$ cat src/rtl/smseq_pkg.sv
package smseq_pkg;
  localparam int PH_W = 3;
  localparam int CODE_W = 8;
  localparam logic [PH_W-1:0] PH_NONE   = 3'b000;
  localparam logic [PH_W-1:0] PH_STATUS = 3'b011;
  localparam logic [PH_W-1:0] PH_MSGIN  = 3'b111;
  localparam logic [CODE_W-1:0] CMD_STAT_MSG = 8'h1A;

  typedef enum logic [1:0] {T_IDLE, T_LOAD, T_REQ, T_REL} tgt_st_e;
  typedef enum logic [1:0] {I_IDLE, I_WREQ, I_ACK} ini_st_e;

  localparam int FLAG_GOOD  = 0;
  localparam int FLAG_CMDER = 1;
  localparam int FLAG_INT2  = 2;
  localparam int FLAG_PHERR = 3;
  localparam int NFLAG      = 4;
endpackage

$ cat src/rtl/smseq_tgt.sv
module smseq_tgt
  import smseq_pkg::*;
#(
  parameter int DATA_W = 8
) (
  input  logic              clk,
  input  logic              rst_n,
  input  logic              start,
  input  logic              fifo_empty,
  input  logic [DATA_W-1:0] fifo_rdata,
  input  logic              ack_i,
  output logic              fifo_rd,
  output logic              req_o,
  output logic [PH_W-1:0]   phase_o,
  output logic [DATA_W-1:0] data_o,
  output logic              busy,
  output logic              done
);
  tgt_st_e           state_q, state_d;
  logic              idx_q, idx_d;
  logic              data_en;
  logic [DATA_W-1:0] data_q;

  always_comb begin
    state_d = state_q;
    idx_d   = idx_q;
    data_en = 1'b0;
    fifo_rd = 1'b0;
    done    = 1'b0;
    case (state_q)
      T_IDLE: if (start) begin
        state_d = T_LOAD;
        idx_d   = 1'b0;
      end
      T_LOAD: if (!fifo_empty) begin
        fifo_rd = 1'b1;
        data_en = 1'b1;
        state_d = T_REQ;
      end
      T_REQ: if (ack_i) state_d = T_REL;
      T_REL: if (!ack_i) begin
        if (idx_q) begin
          done    = 1'b1;
          state_d = T_IDLE;
        end else begin
          idx_d   = 1'b1;
          state_d = T_LOAD;
        end
      end
      default: state_d = T_IDLE;
    endcase
  end

  always_ff @(posedge clk or negedge rst_n) begin
    if (!rst_n) begin
      state_q <= T_IDLE;
      idx_q   <= 1'b0;
    end else begin
      state_q <= state_d;
      idx_q   <= idx_d;
    end
  end

  always_ff @(posedge clk or negedge rst_n) begin
    if (!rst_n)       data_q <= '0;
    else if (data_en) data_q <= fifo_rdata;
  end

  assign req_o   = (state_q == T_REQ);
  assign busy    = (state_q != T_IDLE);
  assign data_o  = data_q;
  assign phase_o = !busy ? PH_NONE : (idx_q ? PH_MSGIN : PH_STATUS);
endmodule

$ cat src/rtl/smseq_ini.sv
module smseq_ini
  import smseq_pkg::*;
#(
  parameter int DATA_W = 8
) (
  input  logic              clk,
  input  logic              rst_n,
  input  logic              start,
  input  logic              req_i,
  input  logic [PH_W-1:0]   phase_i,
  input  logic [DATA_W-1:0] data_i,
  output logic              ack_o,
  output logic              fifo_wr,
  output logic [DATA_W-1:0] fifo_wdata,
  output logic              busy,
  output logic              done,
  output logic              ph_err
);
  ini_st_e         state_q, state_d;
  logic            idx_q, idx_d;
  logic [PH_W-1:0] exp_phase;

  assign exp_phase = idx_q ? PH_MSGIN : PH_STATUS;

  always_comb begin
    state_d = state_q;
    idx_d   = idx_q;
    fifo_wr = 1'b0;
    done    = 1'b0;
    ph_err  = 1'b0;
    case (state_q)
      I_IDLE: if (start) begin
        state_d = I_WREQ;
        idx_d   = 1'b0;
      end
      I_WREQ: if (req_i) begin
        if (phase_i == exp_phase) begin
          fifo_wr = 1'b1;
          state_d = I_ACK;
        end else begin
          ph_err  = 1'b1;
          state_d = I_IDLE;
        end
      end
      I_ACK: if (!req_i) begin
        if (idx_q) begin
          done    = 1'b1;
          state_d = I_IDLE;
        end else begin
          idx_d   = 1'b1;
          state_d = I_WREQ;
        end
      end
      default: state_d = I_IDLE;
    endcase
  end

  always_ff @(posedge clk or negedge rst_n) begin
    if (!rst_n) begin
      state_q <= I_IDLE;
      idx_q   <= 1'b0;
    end else begin
      state_q <= state_d;
      idx_q   <= idx_d;
    end
  end

  assign ack_o      = (state_q == I_ACK);
  assign busy       = (state_q != I_IDLE);
  assign fifo_wdata = data_i;
endmodule

$ cat src/rtl/smseq_flags.sv
module smseq_flags #(
  parameter int NF = 4
) (
  input  logic          clk,
  input  logic          rst_n,
  input  logic [NF-1:0] set,
  input  logic          clr,
  output logic [NF-1:0] flags,
  output logic          irq
);
  for (genvar g = 0; g < NF; g++) begin : g_flag
    logic bit_q;
    logic bit_en;
    assign bit_en = set[g] | clr;
    always_ff @(posedge clk or negedge rst_n) begin
      if (!rst_n)      bit_q <= 1'b0;
      else if (bit_en) bit_q <= set[g];
    end
    assign flags[g] = bit_q;
  end

  assign irq = |flags;
endmodule

$ cat src/rtl/status_msg_seq.sv
module status_msg_seq
  import smseq_pkg::*;
#(
  parameter int DATA_W = 8
) (
  input  logic              clk,
  input  logic              rst_n,
  input  logic              cmd_valid,
  input  logic [CODE_W-1:0] cmd_code,
  input  logic              connected,
  input  logic              role_tgt,
  output logic              busy,
  input  logic              fifo_empty,
  input  logic [DATA_W-1:0] fifo_rdata,
  output logic              fifo_rd,
  output logic              fifo_wr,
  output logic [DATA_W-1:0] fifo_wdata,
  output logic [PH_W-1:0]   bus_phase_o,
  output logic              bus_req_o,
  input  logic              bus_ack_i,
  output logic [DATA_W-1:0] bus_data_o,
  input  logic [PH_W-1:0]   bus_phase_i,
  input  logic              bus_req_i,
  output logic              bus_ack_o,
  input  logic [DATA_W-1:0] bus_data_i,
  input  logic              int_clr,
  output logic              int_good,
  output logic              int_cmderr,
  output logic              int_scsi2,
  output logic              int_phase_err,
  output logic              irq
);
  logic [1:0]       rst_sync_q;
  logic             rst_s_n;
  logic             accept, start_t, start_i, refuse;
  logic             busy_t, busy_i, done_t, done_i, ph_err;
  logic [NFLAG-1:0] flag_set, flags;

  always_ff @(posedge clk or negedge rst_n) begin
    if (!rst_n) rst_sync_q <= 2'b00;
    else        rst_sync_q <= {rst_sync_q[0], 1'b1};
  end
  assign rst_s_n = rst_sync_q[1];

  assign busy    = busy_t | busy_i;
  assign accept  = cmd_valid && (cmd_code == CMD_STAT_MSG) && !busy;
  assign refuse  = accept && !connected;
  assign start_t = accept && connected && role_tgt;
  assign start_i = accept && connected && !role_tgt;

  smseq_tgt #(.DATA_W(DATA_W)) u_tgt (
    .clk(clk), .rst_n(rst_s_n), .start(start_t),
    .fifo_empty(fifo_empty), .fifo_rdata(fifo_rdata), .ack_i(bus_ack_i),
    .fifo_rd(fifo_rd), .req_o(bus_req_o), .phase_o(bus_phase_o),
    .data_o(bus_data_o), .busy(busy_t), .done(done_t)
  );

  smseq_ini #(.DATA_W(DATA_W)) u_ini (
    .clk(clk), .rst_n(rst_s_n), .start(start_i),
    .req_i(bus_req_i), .phase_i(bus_phase_i), .data_i(bus_data_i),
    .ack_o(bus_ack_o), .fifo_wr(fifo_wr), .fifo_wdata(fifo_wdata),
    .busy(busy_i), .done(done_i), .ph_err(ph_err)
  );

  always_comb begin
    flag_set             = '0;
    flag_set[FLAG_GOOD]  = done_t | done_i;
    flag_set[FLAG_CMDER] = refuse;
    flag_set[FLAG_INT2]  = refuse;
    flag_set[FLAG_PHERR] = ph_err;
  end

  smseq_flags #(.NF(NFLAG)) u_flags (
    .clk(clk), .rst_n(rst_s_n), .set(flag_set), .clr(int_clr),
    .flags(flags), .irq(irq)
  );

  assign int_good      = flags[FLAG_GOOD];
  assign int_cmderr    = flags[FLAG_CMDER];
  assign int_scsi2     = flags[FLAG_INT2];
  assign int_phase_err = flags[FLAG_PHERR];
endmodule

$ cat config.mk
export PLATFORM = sky130hd
export DESIGN_NAME = status_msg_seq
export DESIGN_NICKNAME = d
export VERILOG_FILES = /design/src/rtl/smseq_pkg.sv /design/src/rtl/smseq_tgt.sv /design/src/rtl/smseq_ini.sv /design/src/rtl/smseq_flags.sv /design/src/rtl/status_msg_seq.sv
export SDC_FILE = /design/constraint.sdc
export NUM_CORES = 1
export LEC_CHECK = 0
export ABC_AREA = 1
export BUFFER_PORTS_ARGS = -buffer_cell sky130_fd_sc_hd__buf_2
export CAP_MARGIN = 20
export CORE_MARGIN = 3
export CORE_UTILIZATION = 30
export DETAILED_ROUTE_END_ITERATION = 12
export PLACE_DENSITY = 0.61
export SETUP_SLACK_MARGIN = 0.2
export SLEW_MARGIN = 20
export SYNTH_ARGS = -nofsm -noshare
export SYNTH_HDL_FRONTEND = slang
export SYNTH_SLANG_ARGS = --single-unit
export TNS_END_PERCENT = 50
$ cat constraint.sdc
create_clock -name clk -period 0.9 [get_ports clk]
set_input_delay 0 -clock clk [delete_from_list [all_inputs] [get_ports clk]]
set_output_delay 0 -clock clk [all_outputs]
set_load 0.03 [all_outputs]
* After elaboration in Yosys (flattened, before gate mapping)
Cells that the tools add are included.
** Operators by class
- Reductions and logical operators :: 20
- Multiplexer cells :: 35
- Bitwise gates (word level) :: 5
- Eq/ne operators :: 14
** Operators by type and width (number)
- $mux W1 :: 20
- $mux W2 :: 8
- $ne A2 B2 Y1 const B :: 6
- $mux W3 :: 3
- $reduce_and A3 Y1 :: 3
- $eq A8 B5 Y1 const B :: 1
- $pmux W2 S4 :: 1
- $reduce_bool A2 Y1 :: 4
- $eq A2 B2 Y1 const B :: 3
- $logic_and A1 B1 Y1 :: 6
- $pmux W2 S3 :: 1
- $or A1 B1 Y1 :: 5
- $eq A2 B1 Y1 const B :: 2
- $logic_not A2 Y1 :: 2
- $pmux W1 S2 :: 2
- $reduce_and A4 Y1 :: 1
- $eq A3 B3 Y1 :: 1
- $logic_not A1 Y1 :: 3
- $reduce_or A3 Y1 :: 1
- $ne A2 B1 Y1 const B :: 1
** Word-level totals
- Logic and storage cells :: 83
- Flip-flop bits (word level) :: 19
- Input port bits :: 36
- Output and inout port bits :: 29

* Depth between registers and ports, before layout
Gate-level depths: netlist of the first run.
- Word-level depth :: 8
- Gate-level depth with buffers :: 9
- Mapped depth without buffers :: 9

* Hierarchy
A second synthesis of the first run with hierarchy kept.
** Second synthesis, totals
- Cells, all modules :: 171
- Area total of the unflattened synthesis :: 1242.4 sq um
** Modules (own cells, without submodules)
- smseq_tgt :: times used 1, area an instance 624.3 sq um, sequential area each 275.3 sq um, cells an instance 82
- smseq_ini :: times used 1, area an instance 260.2 sq um, sequential area each 75.1 sq um, cells an instance 41
- smseq_flags :: times used 1, area an instance 190.2 sq um, sequential area each 100.1 sq um, cells an instance 24
- status_msg_seq :: times used 1, area an instance 167.7 sq um, sequential area each 50.0 sq um, cells an instance 24

* Worst setup path before layout of the first run
OpenSTA, ideal clock, no wires.
- Kind :: reg2reg
- Start :: reg u_tgt.state_q[0]
- End :: reg u_tgt.state_q[1]
- Arrival time :: 1.478 ns
- Path buffers :: 0
- Slack :: -0.695 ns
- Cell stages (with the launch flop) :: 10
- Clock period less this slack :: 1.595 ns
- Library setup time :: 0.117 ns
- Data required time :: 0.783 ns
- Path through :: dfrtp_1 inv_1 ha_1 nand2_2 nor2_4 nand4_2 nand2_2 nand3_1 nand2_1 nand2_1
** On the way
- Word-level cells in the longest chain between the ends :: 8
- Elaborated cells between the ends (all ways) :: 16
- Those cells by class :: eq/ne (7); mux (1); bitwise (1); reduce/logical (7)
** RTL lines
- from (decl) :: RTL line smseq_tgt.sv:19 : tgt_st_e state_q, state_d;
- from (signal assigned) :: RTL line smseq_tgt.sv:59 : state_q <= state_d;
- $reduce_bool A2 Y1 :: RTL line smseq_tgt.sv:70 : assign busy = (state_q != T_IDLE);
- $or A1 B1 Y1 :: RTL line status_msg_seq.sv:45 : assign busy = busy_t | busy_i;
- via busy :: RTL line status_msg_seq.sv:12 : output logic busy,
- $logic_not A1 Y1 :: RTL line status_msg_seq.sv:46 : assign accept = cmd_valid && (cmd_code == CMD_STAT_MSG) && !busy;
- $logic_and A1 B1 Y1 :: RTL line status_msg_seq.sv:46
- $logic_and A1 B1 Y1 (2 in a row) :: RTL line status_msg_seq.sv:48 : assign start_t = accept && connected && role_tgt;
- $ne A2 B2 Y1 (no line)
- $reduce_and A4 Y1 (no line)
The timed path passes the listed nets, and every way through them passes these cells.
A chain may end at the register's enable or synchronous reset.

* Worst setup path in the final report of the first run
- Start :: reg u_ini.state_q[1]
- End :: out fifo_wr
** On the way
- Word-level cells in the longest chain between the ends :: 2
** RTL lines
- from (decl) :: RTL line smseq_ini.sv:19 : ini_st_e state_q, state_d;
- from (signal assigned) :: RTL line smseq_ini.sv:63 : state_q <= state_d;
- $eq A2 B1 Y1 :: RTL line smseq_ini.sv:31 : case (state_q)
- $mux W1 :: RTL line smseq_ini.sv:31
- to (decl) :: RTL line status_msg_seq.sv:16 : output logic fifo_wr,
Every way passes these cells.

==> run_results.csv, run 1 <==
group,metric,value,unit
yosys,ys_types,21,
clock_tree,htreeDepth,1,
clock_tree,clkLatencyLatePin,0.30,ns
critical_path,r2r-start,"u_tgt.state_q[0]$_DFFE_PN0P_",
placed_design,place_ws,-0.440,ns
hold_path,min_to,"fifo_wdata[2]",
yosys,postSynthAreaPerCell,7.99,um2
power_and_ir_drop,seq_power_share,22.0,%
clock_tree,clockBufferDepth,2,
clock_tree,cts_tree,"built",
global_routing,antenna_found_initial,0,
global_routing,grt_pass1_vias,1139,
floorplanning,die_height,66.2,um
route,drt-met1-wl,1190,um
final_layout,insertedDiodeCount,0,
hold_path,hp-class,"in -> out",
run_status,status,"complete, but fails checks",
sta,rsz0062_at_grt,"true",
route,vias_per_cell,4.27,
power_and_ir_drop,p_leak,1.04,nW
yosys,yosysSeqAreaShare,43.8,%
critical_path,crit_path_start,"u_ini.state_q[1]$_DFFE_PN0P_",
clock_tree,clock-sinks,19,
route,highest_layer,"met4",
yosys,ys_top_cells_by_area,"dfrtp_1, nand2_1, buf_4",
run_status,violations,"negative setup slack",
placed_design,gp_congestion,0.871,
sta,fmax,0.715,GHz
final_layout,final_nets,261,
power_and_ir_drop,p_int,3.53,mW
floorplanning,ioPinCount,65,
hold_path,hp-start,"bus_data_i[2]",
final_layout,areaGrowthSynthToFinish,87.4,%
yosys,yosysTopAreaCellShare,43.8,%
final_layout,n_fill_cell,312,
route,dr_total_vias,1131,
job,cap_viol_max_count,0,
power_and_ir_drop,p_switching,2.92,mW
floorplanning,start_util,31.8,%
final_layout,stdcell_area,0.00204,mm2
power_and_ir_drop,pwr_density_cell,3170,mW/mm2
route,dr_wl_met2,1580,um
route,drc,0,
critical_path,critical_path.cell_chain,"buf_6, nor2_4, inv_2, nor2_4, inv_2, nor2_2, buf_6",
critical_path,startpoint_type,"flop",
yosys,async_flop_share,100,%
critical_path,crit_path_top_delay_cell,"dfrtp_1",
global_routing,grt.overflow.total,0,
yosys,synth_cells,136,
route,wl_met3,162,um
route,drt_iter0_drc,41,
global_routing,grt_max_degree,18,
power_and_ir_drop,power_frac_clock,6.8,%
critical_path,r2r_slack,-0.50,ns
sta,setup_ws,-0.499,ns
critical_path,reg2reg_to,"u_tgt.state_q[0]$_DFFE_PN0P_",
sta,hold_viol_final,0,
power_and_ir_drop,pwr-share-comb,71.2,%
final_layout,drive_gt1_share,56.6,%
power_and_ir_drop,max-vdd-ir-drop,1.98,mV
floorplanning,coreArea,0.00342,mm2
placed_design,port_buffers,48,
critical_path,arrival,1.40,ns
route,totalWireLength,2950,um
power_and_ir_drop,p_sw_share,45.3,%
sta,drv_slew,0,
yosys,ys_warn_count,0,
yosys,synthFlopType,"dfrtp_1",
route,dr.pass1.iters,4,
clock_tree,numCtsBuffers,3,
yosys,synth_common_cells,"nand2_1, inv_1, dfrtp_1",
route,postRouteAntennaNets,0,
yosys,synth_edf_count,0,
clock_tree,clk_transition_reported_paths,0.12,ns
placed_design,postPlaceCellArea,0.00147,mm2
critical_path,end_kind,"primary output",
final_layout,multi_input_area,633,um2
placed_design,dp_hpwl,1990,um
critical_path,rr_worst_depth,7,
route,wl_per_cell,11.1,um
global_routing,globalRouteTotalUtil,14.3,%
placed_design,placedCellCount,235,
final_layout,ff_latch_area,475,um2
global_routing,grt_pass1_wl,4960,um
clock_tree,cts-root-buf,"clkbuf_4",
critical_path,required,0.90,ns
yosys,yosysTopAreaCell,"dfrtp_1",
critical_path,crit_fanout,2,
yosys,netlist_area,0.00109,mm2
sta,finalCritPeriodShare,155,%
sta,fin_worst_skew,0.00586,ns
yosys,synth-seq-cells,19,
floorplanning,fp.dieW,66.2,um
yosys,syn_nets,177,
sta,setup_violations,26,
critical_path,path_class,"reg -> out",
yosys,synth.most_common_cell,"nand2_1",
final_layout,layoutNonFillerInstCount,265,
floorplanning,num_rows,21,
floorplanning,dieArea,0.00438,mm2
power_and_ir_drop,p_total,6.45,mW
hold_path,whs_path_depth,0,
critical_path,crit_path_max_incr_delay,0.42,ns
sta,period_minus_slack,1.40,ns
worst max path at each step:
stage / endpoint / slack (ns) / depth (start not counted)
floorplan: u_tgt.data_o[0]$_DFFE_PN0P_ / -0.50 / 7
global placement: u_tgt.state_q[1]$_DFFE_PN0P_ / -0.39 / 8
detailed placement: u_tgt.state_q[0]$_DFFE_PN0P_ / -0.44 / 8
CTS: fifo_wr / -0.51 / 7
global route: fifo_wr / -0.59 / 8
finish: fifo_wr / -0.50 / 7
metal layers:
metal	global-route usage [%]	vias to the layer above
met3	1.36	2
met2	24.7	24
met4	4.57	0
li1	-	578
met1	18.5	527
met5	0	-
sequential cells by signal, summed over array words and instances, names as in the netlist:
signal                cells
u_tgt.data_o              8
u_flags.g_flag.bit_q      3
rst_sync_q                2
u_ini.state_q             2
u_tgt.state_q             2
u_ini.idx_q               1
u_tgt.idx_q               1
final cells by class:
type / count / share of cell area, %
clock buffer: 3 / 1.11
timing repair buffer: 90 / 36.6
clock inverter: 1 / 0.246
sequential: 19 / 23.4
tap: 46 / 2.83
inverter: 22 / 4.79
multi-input combinational: 84 / 31.1
worst max-delay path: cells and delay by family (launching register included):
family	cells	cell delay, ns
buffers and inverters	4	0.38
flip-flops	1	0.42
AND/OR/NAND/NOR	3	0.31
through the flow:
stage	setup TNS, ns	hold slack [ns]	util, %
after detailed placement	-6.33	-0.212	43.1
after CTS	-8.94	0.000205	56.1
after global placement	-5.86	-0.214	43.1
after floorplan	-7.52	-0.296	-
final	-9.30	0.0000132	59.6
after global routing	-11.60	0.0000443	59.6
power by group through the flow:
stage | clock (mW) | sequential (mW) | combinational (mW)
CTS | 0.457 | 1.39 | 4.18
detailed placement | 0 | 1.37 | 3.15
finish | 0.440 | 1.42 | 4.59
global route | 0.518 | 1.46 | 4.96
global placement | 0 | 1.36 | 3.13
floorplan | 0 | 1.79 | 1.75
layout by cell type (no fill, tap or decap), drive strengths merged:
master       instances
a21oi                4
a22oi                1
buf                 76
clkbuf               3
clkinv               1
conb                 1
dfrtp               19
dlygate4sd3         14
ha                   5
inv                 22
nand2               46
nand3                3
nand4                4
nor2                11
o21ai                6
o221ai               1
o22ai                1
o31ai                1
kinds of logic after synthesis:
| kind of cell | Yosys count | synth area share [%] |
|---|---|---|
| buffers and inverters | 33 | 15.2 |
| other | 1 | 0.345 |
| DFF | 19 | 43.8 |
| and+or+nand+nor | 64 | 26.3 |
| adders and majority gates | 5 | 5.76 |
| AOI/OAI and AO/OA | 14 | 8.64 |
repair_timing:
action / CTS / global route
resized for setup: 58 / 32
endpoints found under the setup margin: 38 / 38
pin swaps: 12 / 11
hold buffers: 14 / 0
hold endpoints to repair: 14 / 0
buffers inserted: 10 / 2
No activity file was read; power rests on OpenSTA's default activity.
==> run 2, diff against run 1 <==
--- a/config.mk
+++ b/config.mk
@@ -11,9 +11,8 @@
 export CORE_MARGIN = 3
 export CORE_UTILIZATION = 30
 export DETAILED_ROUTE_END_ITERATION = 12
-export PLACE_DENSITY = 0.61
+export PLACE_DENSITY = 0.59
 export SETUP_SLACK_MARGIN = 0.2
-export SLEW_MARGIN = 20
 export SYNTH_ARGS = -nofsm -noshare
 export SYNTH_HDL_FRONTEND = slang
 export SYNTH_SLANG_ARGS = --single-unit
==> run 2 against run 1 <==
  * Largest power group unchanged
  * Sequential power hardly changed
  * Clock power is 4% lower
  * Via count hardly changed
  * Maximum frequency is 2.6% lower
  * Sequential share of layout area is 0.73 points higher
  * First-iteration DRC count is 37% lower
  * The flow finishes with violations (negative hold slack, negative setup slack)
  * Flip-flop and latch count stayed put
==> run_results.csv, run 2 (synthesis results as in run 1) <==
group,metric,value,unit
clock_tree,clkLatencyLatePin,0.29,ns
power_and_ir_drop,p_leak,1.03,nW
critical_path,startpoint_type,"flop",
sta,setup_ws,-0.536,ns
sta,fmax,0.696,GHz
critical_path,arrival,1.63,ns
route,totalWireLength,2810,um
clock_tree,cts_hold_buf,12,
run_status,status,"complete, but fails checks",
critical_path,crit_fanout,3,
clock_tree,clk_transition_reported_paths,0.11,ns
route,vias_per_cell,4.28,
clock_tree,cts-root-buf,"clkbuf_4",
clock_tree,clock-sinks,19,
clock_tree,numCtsBuffers,3,
final_layout,drive_gt1_share,55.5,%
power_and_ir_drop,p_sw_share,44.9,%
sta,hold_slack,-0.0247,ns
power_and_ir_drop,seq_power_share,22.6,%
final_layout,insertedDiodeCount,0,
sta,drv_slew,0,
sta,rsz0062_at_grt,"true",
clock_tree,htreeDepth,1,
final_layout,layoutNonFillerInstCount,264,
route,dr_total_vias,1130,
global_routing,grt_max_degree,18,
final_layout,final_common_cell,"nand2_1",
critical_path,end_kind,"flop",
critical_path,path_class,"reg -> reg",
final_layout,final_core_util,57.8,%
global_routing,grt.overflow.total,0,
route,dr.pass1.iters,3,
placed_design,placedCellCount,236,
sta,setup_violations,26,
sta,hold_viol_final,1,
final_layout,final_nets,260,
clock_tree,cts_tree,"built",
floorplanning,ioPinCount,65,
placed_design,dp_hpwl,2000,um
critical_path,crit_path_max_incr_delay,0.40,ns
final_layout,final_cell_mix,"nand2_1, buf_2, buf_6, dfrtp_1, buf_4",
global_routing,grt_pass1_vias,1083,
floorplanning,dieArea,0.00438,mm2
critical_path,critical_path.cell_chain,"buf_4, buf_6, ha_4, buf_4, a22oi_4, nand3_2, nand2_1, nand2_1",
power_and_ir_drop,p_switching,2.81,mW
sta,finalCritPeriodShare,160,%
route,drc,0,
power_and_ir_drop,power_frac_clock,6.8,%
critical_path,required,1.09,ns
power_and_ir_drop,pwr_density_cell,3160,mW/mm2
global_routing,antenna_found_initial,0,
placed_design,port_buffers,48,
floorplanning,coreArea,0.00342,mm2
final_layout,areaGrowthSynthToFinish,81.8,%
placed_design,place_ws,-0.453,ns
route,wl_per_cell,10.6,um
floorplanning,die_height,66.2,um
floorplanning,start_util,31.8,%
final_layout,n_fill_cell,325,
route,drt_iter0_drc,26,
job,cap_viol_max_count,0,
global_routing,grt_pass1_wl,4550,um
placed_design,gp_congestion,0.784,
final_layout,ff_latch_area,475,um2
final_layout,multi_input_area,597,um2
power_and_ir_drop,pwr-share-comb,70.6,%
critical_path,critPathTopFamily,"flip-flops",
critical_path,crit_path_top_delay_cell,"dfrtp_1",
run_status,violations,"negative hold slack, negative setup slack",
power_and_ir_drop,p_total,6.24,mW
global_routing,globalRouteTotalUtil,13.2,%
clock_tree,clockBufferDepth,2,
power_and_ir_drop,p_int,3.44,mW
sta,fin_worst_skew,0.000610,ns
critical_path,path_buf_inv,3,
power_and_ir_drop,max-vdd-ir-drop,1.71,mV
route,postRouteAntennaNets,0,
hold_path,hp-class,"in -> reg",
floorplanning,num_rows,21,
sta,period_minus_slack,1.44,ns
final_layout,largest_reg_flops,8,
floorplanning,fp.dieW,66.2,um
run 2: cell types whose count changed in the layout (fill, tap and decap cells not counted), sizes merged:
cell and change:
buf +1, dlygate4sd3 -2
run 2: metal layers:
metal  wire, um  part of all wire (%)  vias to the layer above  track usage (%)
li1           -                     -                      575                -
met1       1160                    41                      528             16.8
met2       1550                    55                       25             23.0
met3         98                   3.5                        2             1.87
met4          2                 0.071                        0             3.55
met5          0                     0                        -                0
run 2: worst paths after layout:
kind                                         startpoint                      endpoint  slack, ns  depth (start not counted)
setup / recovery           u_tgt.state_q[0]$_DFFE_PN0P_  u_tgt.state_q[0]$_DFFE_PN0P_      -0.54                          8
hold / removal                                bus_req_i  u_ini.state_q[1]$_DFFE_PN0P_      -0.02                          3
setup reg to reg           u_tgt.state_q[0]$_DFFE_PN0P_  u_tgt.state_q[0]$_DFFE_PN0P_      -0.54                          8
hold reg to reg                 rst_sync_q[1]$_DFF_PN0_   u_tgt.data_o[2]$_DFFE_PN0P_       0.20                          1
max in group asynchronous                         rst_n       rst_sync_q[1]$_DFF_PN0_       0.23                          3
min in group asynchronous       rst_sync_q[1]$_DFF_PN0_   u_tgt.data_o[2]$_DFFE_PN0P_       0.20                          1
run 2: cell type report:
class / count / share of cell area [%]
clock inverter: 1 / 0.253
tap: 46 / 2.92
sequential: 19 / 24.1
clock buffer: 3 / 1.14
multi-input combinational: 84 / 30.2
timing repair buffer: 89 / 36.4
inverter: 22 / 4.94
run 2: what timing repair did:
action | 4_1_cts | 5_1_grt
endpoints found under the setup margin | 38 | 38
buffers inserted | 8 | 4
endpoints found under the hold margin | 14 | 1
gates cloned | 0 | 0
pin swaps | 10 | 6
gates resized for setup | 57 | 22
run 2: through the flow:
step	setup TNS (ns)	cell area, um2
floorplan	-7.52	1120
global placement	-6.27	1480
detailed placement	-7.00	1480
CTS	-9.68	1860
global route	-12.66	1970
finish	-10.44	1970
run 2: worst reg2reg max path, cell delays in order (launching register included):
cell and delay, ns:
dfrtp_1 0.40, buf_4 0.14, buf_6 0.11, ha_4 0.15, buf_4 0.14, a22oi_4 0.18, nand3_2 0.10, nand2_1 0.07
nand2_1 0.05
run 2: power groups by stage:
| stage | sequential [mW] | combinational, mW | clock [mW] |
|---|---|---|---|
| 6_report | 1.41 | 4.41 | 0.424 |
| 2_1_floorplan | 1.79 | 1.75 | 0 |
| 5_1_grt | 1.45 | 4.75 | 0.496 |
| 3_5_place_dp | 1.38 | 3.15 | 0 |
| 3_3_place_gp | 1.37 | 3.13 | 0 |
| 4_1_cts | 1.39 | 4.09 | 0.452 |
==> run 3, diff against run 2 <==
--- a/config.mk
+++ b/config.mk
@@ -8,10 +8,12 @@
 export ABC_AREA = 1
 export BUFFER_PORTS_ARGS = -buffer_cell sky130_fd_sc_hd__buf_2
 export CAP_MARGIN = 20
+export CELL_PAD_IN_SITES_DETAIL_PLACEMENT = 0
+export CELL_PAD_IN_SITES_GLOBAL_PLACEMENT = 1
 export CORE_MARGIN = 3
-export CORE_UTILIZATION = 30
+export CORE_UTILIZATION = 26
 export DETAILED_ROUTE_END_ITERATION = 12
-export PLACE_DENSITY = 0.59
+export PLACE_DENSITY = 0.72
 export SETUP_SLACK_MARGIN = 0.2
 export SYNTH_ARGS = -nofsm -noshare
 export SYNTH_HDL_FRONTEND = slang
==> run 3 against run 2 <==
  * The run ends with negative setup slack left
  * Clock skew rose by 0.00097 ns
  * Register-to-register slack improved by 0.11 ns
  * Wire length fell by 1.3%
  * First-iteration DRC count fell by 35%
  * Sequential share of layout area rose by 0.58 points
  * Core utilization fell by 7.8 points
  * Critical endpoint is now fifo_wr
  * Largest cell class unchanged
==> run_results.csv, run 3 (synthesis results as in run 1) <==
group,metric,value,unit
route,dr.pass1.iters,3,
floorplanning,fp.dieW,70.6,um
floorplanning,ioPinCount,65,
critical_path,crit_fanout,2,
power_and_ir_drop,p_leak,1.01,nW
clock_tree,clock-sinks,19,
floorplanning,dieArea,0.00499,mm2
power_and_ir_drop,pwr_density_cell,3150,mW/mm2
critical_path,arrival,1.34,ns
floorplanning,num_rows,22,
final_layout,drive_gt1_share,53.7,%
run_status,status,"complete, but fails checks",
route,dr_total_vias,1064,
clock_tree,clkLatencyLatePin,0.25,ns
global_routing,antenna_found_initial,0,
power_and_ir_drop,max-vdd-ir-drop,1.31,mV
critical_path,end_kind,"primary output",
placed_design,dp_hpwl,2060,um
critical_path,startpoint_type,"flop",
route,vias_per_cell,4.06,
route,drt_iter0_drc,17,
clock_tree,htreeDepth,1,
hold_path,hp-class,"in -> out",
sta,fin_worst_skew,0.00158,ns
route,wl_per_cell,10.6,um
placed_design,place_ws,-0.422,ns
final_layout,final_cell_mix,"buf_2, nand2_1, buf_6, dfrtp_1, buf_4",
floorplanning,coreArea,0.00385,mm2
critical_path,path_class,"reg -> out",
sta,setup_ws,-0.441,ns
route,postRouteAntennaNets,0,
final_layout,ff_latch_area,475,um2
sta,finalCritPeriodShare,149,%
global_routing,grt.overflow.total,0,
global_routing,grt_max_degree,12,
sta,period_minus_slack,1.34,ns
clock_tree,clk_transition_reported_paths,0.07,ns
final_layout,areaGrowthSynthToFinish,77.5,%
final_layout,n_fill_cell,378,
final_layout,final_core_util,50.0,%
sta,fmax,0.746,GHz
critical_path,required,0.90,ns
sta,hold_slack,0.0000132,ns
floorplanning,start_util,28.2,%
placed_design,gp_congestion,0.754,
floorplanning,die_height,70.6,um
global_routing,grt_pass1_vias,1059,
final_layout,final_nets,256,
sta,drv_slew,0,
global_routing,globalRouteTotalUtil,11.1,%
sta,finalSetupTns,-8.53,ns
placed_design,port_buffers,48,
global_routing,grt_pass1_wl,4540,um
sta,rsz0062_at_grt,"true",
final_layout,insertedDiodeCount,0,
clock_tree,clockBufferDepth,2,
power_and_ir_drop,p_total,6.08,mW
final_layout,final_common_cell,"buf_2",
route,drc,0,
sta,setup_violations,26,
clock_tree,numCtsBuffers,3,
run_status,violations,"negative setup slack",
sta,hold_viol_final,0,
final_layout,multi_input_area,582,um2
clock_tree,cts-root-buf,"clkbuf_8",
route,totalWireLength,2770,um
final_layout,largest_reg_flops,8,
clock_tree,cts_tree,"built",
job,cap_viol_max_count,0,
[run 3: routing by layer]
| layer | vias up | share of wire [%] | track usage (%) |
|---|---|---|---|
| li1 | 566 | - | - |
| met1 | 474 | 45 | 14.4 |
| met2 | 20 | 49 | 18.5 |
| met3 | 4 | 5.4 | 2.70 |
| met4 | 0 | 0.40 | 2.71 |
| met5 | - | 0 | 0 |
[run 3: power by group]
group	switching, mW	leakage (nW)	internal, mW
Clock	0.268	0.0228	0.314
Combinational	2.22	0.752	1.88
Sequential	0.211	0.238	1.18
Total	2.70	1.01	3.38
[run 3: worst paths after layout]
| kind | start | to | slack (ns) | depth (start not counted) |
|---|---|---|---|---|
| worst max-delay path | u_ini.state_q[0]$_DFFE_PN0P_ | fifo_wr | -0.44 | 8 |
| worst min-delay path | bus_data_i[0] | fifo_wdata[0] | 0.00001 | 0 |
| worst max register to register | u_tgt.state_q[1]$_DFFE_PN0P_ | u_tgt.state_q[1]$_DFFE_PN0P_ | -0.43 | 9 |
| worst min register to register | rst_sync_q[1]$_DFF_PN0_ | u_tgt.state_q[1]$_DFFE_PN0P_ | 0.17 | 1 |
| max in group asynchronous | rst_sync_q[1]$_DFF_PN0_ | u_flags.g_flag[0].bit_q$_DFFE_PN0P_ | 0.56 | 1 |
| min in group asynchronous | rst_n | rst_sync_q[0]$_DFF_PN0_ | 0.05 | 2 |
[run 3: area by class of cell]
cell class                      instances  share of cell area (%)
Inverter                               22                    4.93
Multi-Input combinational cell         84                    30.2
Timing Repair Buffer                   85                    34.8
Sequential cell                        19                    24.7
Tap cell                               48                    3.11
Clock buffer                            4                    2.34
[run 3: critical path, stage by stage, from the launching register on]
cell and delay [ns]:
dfrtp_1 0.38, buf_6 0.12, inv_4 0.03, nor2_4 0.10, inv_2 0.05, nor2_4 0.10
inv_2 0.05, nor2_1 0.09, buf_4 0.17
[run 3: metrics by stage]
| step | cells | cell area [um2] |
|---|---|---|
| 2_1_floorplan | 136 | 1120 |
| 3_3_place_gp | 238 | 1480 |
| 3_5_place_dp | 238 | 1480 |
| 4_1_cts | 260 | 1850 |
| 5_1_grt | 262 | 1930 |
| 6_report | 262 | 1930 |
[run 3: what timing repair did]
action                                  in CTS  in global routing
hold endpoints to repair                    12                  0
setup buffers                                7                  2
endpoints found under the setup margin      38                 38
gates resized for setup                     50                 19
hold buffers                                11                  0
pin swaps                                   13                  7
